==> config.mk <==
export PLATFORM = sky130hd
export DESIGN_NAME = dir_home_ctrl
export DESIGN_NICKNAME = d
export VERILOG_FILES = /design/src/rtl/dir_home_ctrl.sv
export SDC_FILE = /design/constraint.sdc
export NUM_CORES = 1
export LEC_CHECK = 0
export BUFFER_PORTS_ARGS = -buffer_cell sky130_fd_sc_hd__buf_4
export CAP_MARGIN = 20
export CELL_PAD_IN_SITES_DETAIL_PLACEMENT = 1
export CELL_PAD_IN_SITES_GLOBAL_PLACEMENT = 2
export CORE_MARGIN = 5
export CORE_UTILIZATION = 45
export CTS_CLUSTER_SIZE = 14
export DETAILED_ROUTE_END_ITERATION = 16
export PLACE_DENSITY_LB_ADDON = 0.1
export REMOVE_ABC_BUFFERS = 1
export SYNTH_ARGS = -nofsm -noshare
export SYNTH_HDL_FRONTEND = slang
export SYNTH_SLANG_ARGS = --single-unit
==> constraint.sdc <==
create_clock -name clk -period 9.92 [get_ports clk]
set_clock_uncertainty 0.1 [all_clocks]
set_input_delay 1.984 -clock clk [delete_from_list [all_inputs] [get_ports clk]]
set_output_delay 1.984 -clock clk [all_outputs]
set_load 0.01 [all_outputs]
==> src/rtl/dir_home_ctrl.sv <==
module dir_home_ctrl #(
  parameter int NPROC = 4,
  parameter int AW    = 3,
  parameter int DW    = 8,
  localparam int PW   = (NPROC > 1) ? $clog2(NPROC) : 1
) (
  input  logic          clk,
  input  logic          rst_n,
  input  logic          req_valid,
  output logic          req_ready,
  input  logic [1:0]    req_kind,
  input  logic [PW-1:0] req_proc,
  input  logic [AW-1:0] req_addr,
  input  logic [DW-1:0] req_data,
  output logic          msg_valid,
  input  logic          msg_ready,
  output logic [2:0]    msg_kind,
  output logic [PW-1:0] msg_dest,
  output logic [AW-1:0] msg_addr,
  output logic [DW-1:0] msg_data,
  input  logic          fill_valid,
  output logic          fill_ready,
  input  logic [DW-1:0] fill_data
);
  localparam int NBLK = 1 << AW;
  localparam logic [1:0] D_UNC = 2'd0, D_SHR = 2'd1, D_EXC = 2'd2;
  localparam logic [1:0] K_RD = 2'd0, K_WR = 2'd1, K_WB = 2'd2;
  localparam logic [2:0] M_INV = 3'd1, M_FET = 3'd2, M_FINV = 3'd3, M_DATA = 3'd4;

  typedef enum logic [2:0] {S_IDLE, S_INV, S_FETCH, S_WAIT, S_REPLY} phase_t;

  logic [1:0]       dstate [NBLK];
  logic [NPROC-1:0] shv    [NBLK];
  logic [DW-1:0]    mem    [NBLK];

  phase_t           ph;
  logic [1:0]       r_kind;
  logic [PW-1:0]    r_proc;
  logic [AW-1:0]    r_addr;
  logic [PW-1:0]    r_owner;
  logic [NPROC-1:0] pend;

  function automatic logic [PW-1:0] lowest(input logic [NPROC-1:0] v);
    lowest = '0;
    for (int i = NPROC - 1; i >= 0; i--)
      if (v[i]) lowest = PW'(i);
  endfunction

  wire [NPROC-1:0] req_bit = NPROC'(1) << req_proc;
  wire [NPROC-1:0] r_bit   = NPROC'(1) << r_proc;
  wire [1:0]       cur_st  = dstate[req_addr];
  wire [NPROC-1:0] cur_sh  = shv[req_addr];
  wire             accept  = req_valid && req_ready;

  assign req_ready  = (ph == S_IDLE);
  assign fill_ready = (ph == S_WAIT);
  assign msg_valid  = (ph == S_INV) || (ph == S_FETCH) || (ph == S_REPLY);
  assign msg_addr   = r_addr;
  assign msg_kind   = (ph == S_INV)   ? M_INV :
                      (ph == S_FETCH) ? ((r_kind == K_WR) ? M_FINV : M_FET) :
                      (ph == S_REPLY) ? M_DATA : 3'd0;
  assign msg_dest   = (ph == S_INV)   ? lowest(pend) :
                      (ph == S_FETCH) ? r_owner : r_proc;
  assign msg_data   = (ph == S_REPLY) ? mem[r_addr] : '0;

  always_ff @(posedge clk) begin
    if (!rst_n) begin
      ph      <= S_IDLE;
      r_kind  <= K_RD;
      r_proc  <= '0;
      r_addr  <= '0;
      r_owner <= '0;
      pend    <= '0;
      for (int i = 0; i < NBLK; i++) begin
        dstate[i] <= D_UNC;
        shv[i]    <= '0;
        mem[i]    <= DW'(i);
      end
    end else begin
      case (ph)
        S_IDLE: if (accept) begin
          r_kind <= req_kind;
          r_proc <= req_proc;
          r_addr <= req_addr;
          case (req_kind)
            K_RD: begin
              if (cur_st == D_EXC) begin
                r_owner <= lowest(cur_sh);
                ph      <= S_FETCH;
              end else begin
                shv[req_addr]    <= (cur_st == D_SHR) ? (cur_sh | req_bit) : req_bit;
                dstate[req_addr] <= D_SHR;
                ph               <= S_REPLY;
              end
            end
            K_WR: begin
              if (cur_st == D_EXC) begin
                r_owner <= lowest(cur_sh);
                ph      <= S_FETCH;
              end else begin
                pend             <= (cur_st == D_SHR) ? (cur_sh & ~req_bit) : '0;
                shv[req_addr]    <= req_bit;
                dstate[req_addr] <= D_EXC;
                ph <= ((cur_st == D_SHR) && ((cur_sh & ~req_bit) != '0)) ? S_INV : S_REPLY;
              end
            end
            default: begin
              if (cur_st == D_EXC && cur_sh == req_bit) begin
                mem[req_addr]    <= req_data;
                shv[req_addr]    <= '0;
                dstate[req_addr] <= D_UNC;
              end
            end
          endcase
        end
        S_INV: if (msg_ready) begin
          pend <= pend & (pend - NPROC'(1));
          if ((pend & (pend - NPROC'(1))) == '0) ph <= S_REPLY;
        end
        S_FETCH: if (msg_ready) ph <= S_WAIT;
        S_WAIT: if (fill_valid) begin
          mem[r_addr] <= fill_data;
          if (r_kind == K_RD) begin
            shv[r_addr]    <= shv[r_addr] | r_bit;
            dstate[r_addr] <= D_SHR;
          end else begin
            shv[r_addr]    <= r_bit;
            dstate[r_addr] <= D_EXC;
          end
          ph <= S_REPLY;
        end
        S_REPLY: if (msg_ready) ph <= S_IDLE;
        default: ph <= S_IDLE;
      endcase
    end
  end

  generate
    for (genvar g = 0; g < NBLK; g++) begin : g_dir_chk
      p_owner_single_r7: assert property (@(posedge clk) disable iff (!rst_n)
        dstate[g] == D_EXC |-> $countones(shv[g]) == 1);
      p_uncached_empty_r8: assert property (@(posedge clk) disable iff (!rst_n)
        dstate[g] == D_UNC |-> shv[g] == '0);
      p_shared_nonempty_r4: assert property (@(posedge clk) disable iff (!rst_n)
        dstate[g] == D_SHR |-> shv[g] != '0);
    end
  endgenerate

  p_msg_hold_r10: assert property (@(posedge clk) disable iff (!rst_n)
    msg_valid && !msg_ready |=> msg_valid && $stable(msg_kind) && $stable(msg_dest)
                                && $stable(msg_addr) && $stable(msg_data));
  p_busy_no_req_r10: assert property (@(posedge clk) disable iff (!rst_n)
    msg_valid |-> !req_ready);
  p_inv_ascending_r5: assert property (@(posedge clk) disable iff (!rst_n)
    msg_valid && msg_ready && msg_kind == M_INV |=>
      msg_kind != M_INV || msg_dest > $past(msg_dest));
  p_no_self_inv_r5: assert property (@(posedge clk) disable iff (!rst_n)
    msg_valid && msg_kind == M_INV |-> msg_dest != r_proc);
endmodule

==> results.cfg <==
[hold_path]
hold_path_class = register to register
min_from = r_owner[0]$_SDFFE_PN0P_
min_path_cells = 2
min_to = r_owner[0]$_SDFFE_PN0P_

[finish]
num-nets-final = 650
drive_gt1_share_pct = 21.85
fin_cells = 838
area_delta_synth_final_pct = 15.97
stdcell_area_um2 = 8130
diodes = 0
utilization_pct = 53.28

[clock_tree]
clk_path_buf_depth = 2
cts_tree = done
clk_latency_ns = 0.43
cts_setup_buffers = 0
cts-buffers-inserted = 17
cts_hold_buf = 0
root_buffer = clkbuf_16
cts_max_level = 4
clk_pin_slew_ns = 0.06
cts_resized = 0
cts_sinks = 131

[pwr]
cellPowerDensity_nw_per_um2 = 204.4
total_power_mw = 1.662
leakage_nw = 2.919
ir_worst_vdd_mv = 0.1263

[synth]
syn_inst = 576
ys_ff_latch = 131
synth_edf_count = 112
async_flop_share_pct = 0
synthDistinctLibCells = 62
synth_top_family_by_area = multiplexers
synth_top_cell_by_area = edfxtp_1
synth_compound_area_share_pct = 8.781
seq_area_frac_synth_pct = 53.40
synthesis.area_um2 = 7010
yosysWarnings = 0
synth_fa_ha_area_share_pct = 1.428
synthXorXnorAreaFrac_pct = 0.1249
synthTopCellsByArea = edfxtp_1 48%, mux4_2 7.1%, dfxtp_1 5.4%
synth.avg_cell_area_um2 = 12.17
synth_ff_type = edfxtp_1
synth_simple_gate_area_share_pct = 15.85
netlist.area_leader.share_pct = 47.97
muxShareOfSynthArea_pct = 17.24

[timing]
max_freq_ghz = 0.1761
setup_tns_ns = 0
whs_ns = 0.3795
drv_slew = 0
rsz0062_at_grt = no
fin_ws_ns = 4.240
timing.final.crit_share_pct = 57.25
slew_headroom_pct = 23.59
hold_violations = 0
worst_slew_pin_slew_ns = 1.114
setup_viol = 0
min_period_ns = 5.680

[route]
firstDrtPassIters = 5
met2_length_mm = 10.46
drt-initial-drc-count = 481
top_layer = met4
ant_nets = 0
drt-total-wl_mm = 22.13
drc = 0
wl_met3_mm = 1.186
met1Wirelength_mm = 10.03
vias = 5267
via_per_inst = 6.285
routedWlPerCell_um = 26.40

[grt]
grt_usage_pct = 24.73
grt_start_max_net_pins = 33
gr-total-overflow = 0
grt_pass1_wl_mm = 32.95
grt_pass1_vias = 5314
antenna_found_initial = 0

[critical_path]
r2r_start = shv[1][0]$_SDFFCE_PN0P_
r2r_slack_ns = 5.71
worstSetupPathType = primary input to register
cp-end-kind = register
cp_max_fo = 19
r2r-end = shv[7][3]$_SDFFCE_PN0P_
rr_worst_depth = 8
critPathRequiredTime_ns = 9.88
crit_arrival_ns = 5.63
crit_path_start_kind = primary input

[placement]
dpl-instance-area_um2 = 7517
io_buffers = 46
place_ws_ns = 3.867
place_inst = 806
hpwl_mm = 15.87
gp_congestion = 0.8651

[die]
ios = 47
placeableCoreArea_um2 = 15260
die_width_um = 134.8
initial_core_util_pct = 45.95
die_area_um2 = 18180
fp-row-count = 45
die_height_um = 134.8

[flow_run]
drv_cap = 0

[status]
status = complete, no violations
## area by class of cell
type,instances,area (um^2)
fillers,1564,7128
flip-flops and latches,131,3744
multi-input cells,393,3044
clock buffers,18,439.2
repair buffers,53,397.9
well taps,211,264.0
clock inverters,14,173.9
inverters,18,67.56
## cell usage in the layout, fill, tap and decap left out, types with 10 or more instances in the layout
| cell type | instances |
|---|---|
| edfxtp_1 | 112 |
| nor2_1 | 90 |
| buf_4 | 53 |
| nor3_1 | 38 |
| mux2i_1 | 36 |
| nand2_1 | 32 |
| mux4_2 | 22 |
| a21oi_1 | 21 |
| dfxtp_1 | 19 |
| inv_1 | 18 |
| clkbuf_16 | 17 |
| nand4_1 | 13 |
| a31oi_1 | 12 |
| nand2b_1 | 10 |
| o21ai_0 | 10 |
## synthesized netlist by cell type, drive strengths merged, types with 2 or more instances
master	count
nand2b	12
nand4	13
mux2i	37
nand3	10
mux2	8
ha	8
a31oi	12
buf	15
o21ai	11
and3	3
or3b	2
nor4	6
o22ai	4
o31ai	7
inv	18
edfxtp	112
nand2	32
nand3b	3
or3	2
o221ai	5
a41oi	2
and2	3
nor2	91
or2	3
mux4	31
nor3	38
nor2b	3
a221o	2
nor3b	3
clkbuf	19
a311oi	4
a21oi	21
dfxtp	19
## registers in the layout (all words and copies together), names as in the netlist, named ones only
signal    cells
mem          64
r_proc        2
dstate       16
r_kind        2
pend          4
shv          32
ph            3
msg_addr      3
r_owner       2
## worst max path at each step
stage	start	endpoint	slack [ns]	cells past startpoint
after floorplan	req_addr[0]	mem[1][0]$_SDFFCE_PN1P_	4.98	8
after global placement	req_addr[0]	mem[4][2]$_SDFFCE_PN1P_	4.03	9
after detailed placement	req_addr[0]	shv[4][3]$_SDFFCE_PN0P_	3.87	9
after CTS	req_addr[0]	shv[7][3]$_SDFFCE_PN0P_	4.28	9
after global routing	req_addr[0]	mem[4][7]$_SDFFCE_PN0P_	4.10	9
final	req_addr[0]	shv[7][3]$_SDFFCE_PN0P_	4.24	9
## logic make-up after synthesis
logic type | Yosys count
simple gates | 228
fa+ha+maj | 8
buf+inv | 52
xor+xnor | 1
flops | 131
mux | 76
compound gates | 80
## power breakdown
group	switching [mW]	leakage, nW	total (mW)	internal, mW
logic	0.197	1.35	0.329	0.132
registers	0.0422	1.27	0.669	0.627
clock network	0.258	0.295	0.663	0.405
## critical path: stages
cell	delay (ns)
buf_4	0.28
mux4_1	0.61
mux2i_1	0.25
ha_1	0.29
nor4_1	0.39
nand4_1	0.30
nand2_1	0.30
o21ai_1	0.38
o21ai_0	0.83
## per-layer routing
metal  up-vias  GRT usage [%]
met1      2706          35.02
met3        38          4.844
met4         0          7.353
li1       2303              -
met2       220          38.85
met5         -              0
Power figures use the tool's default switching activity.
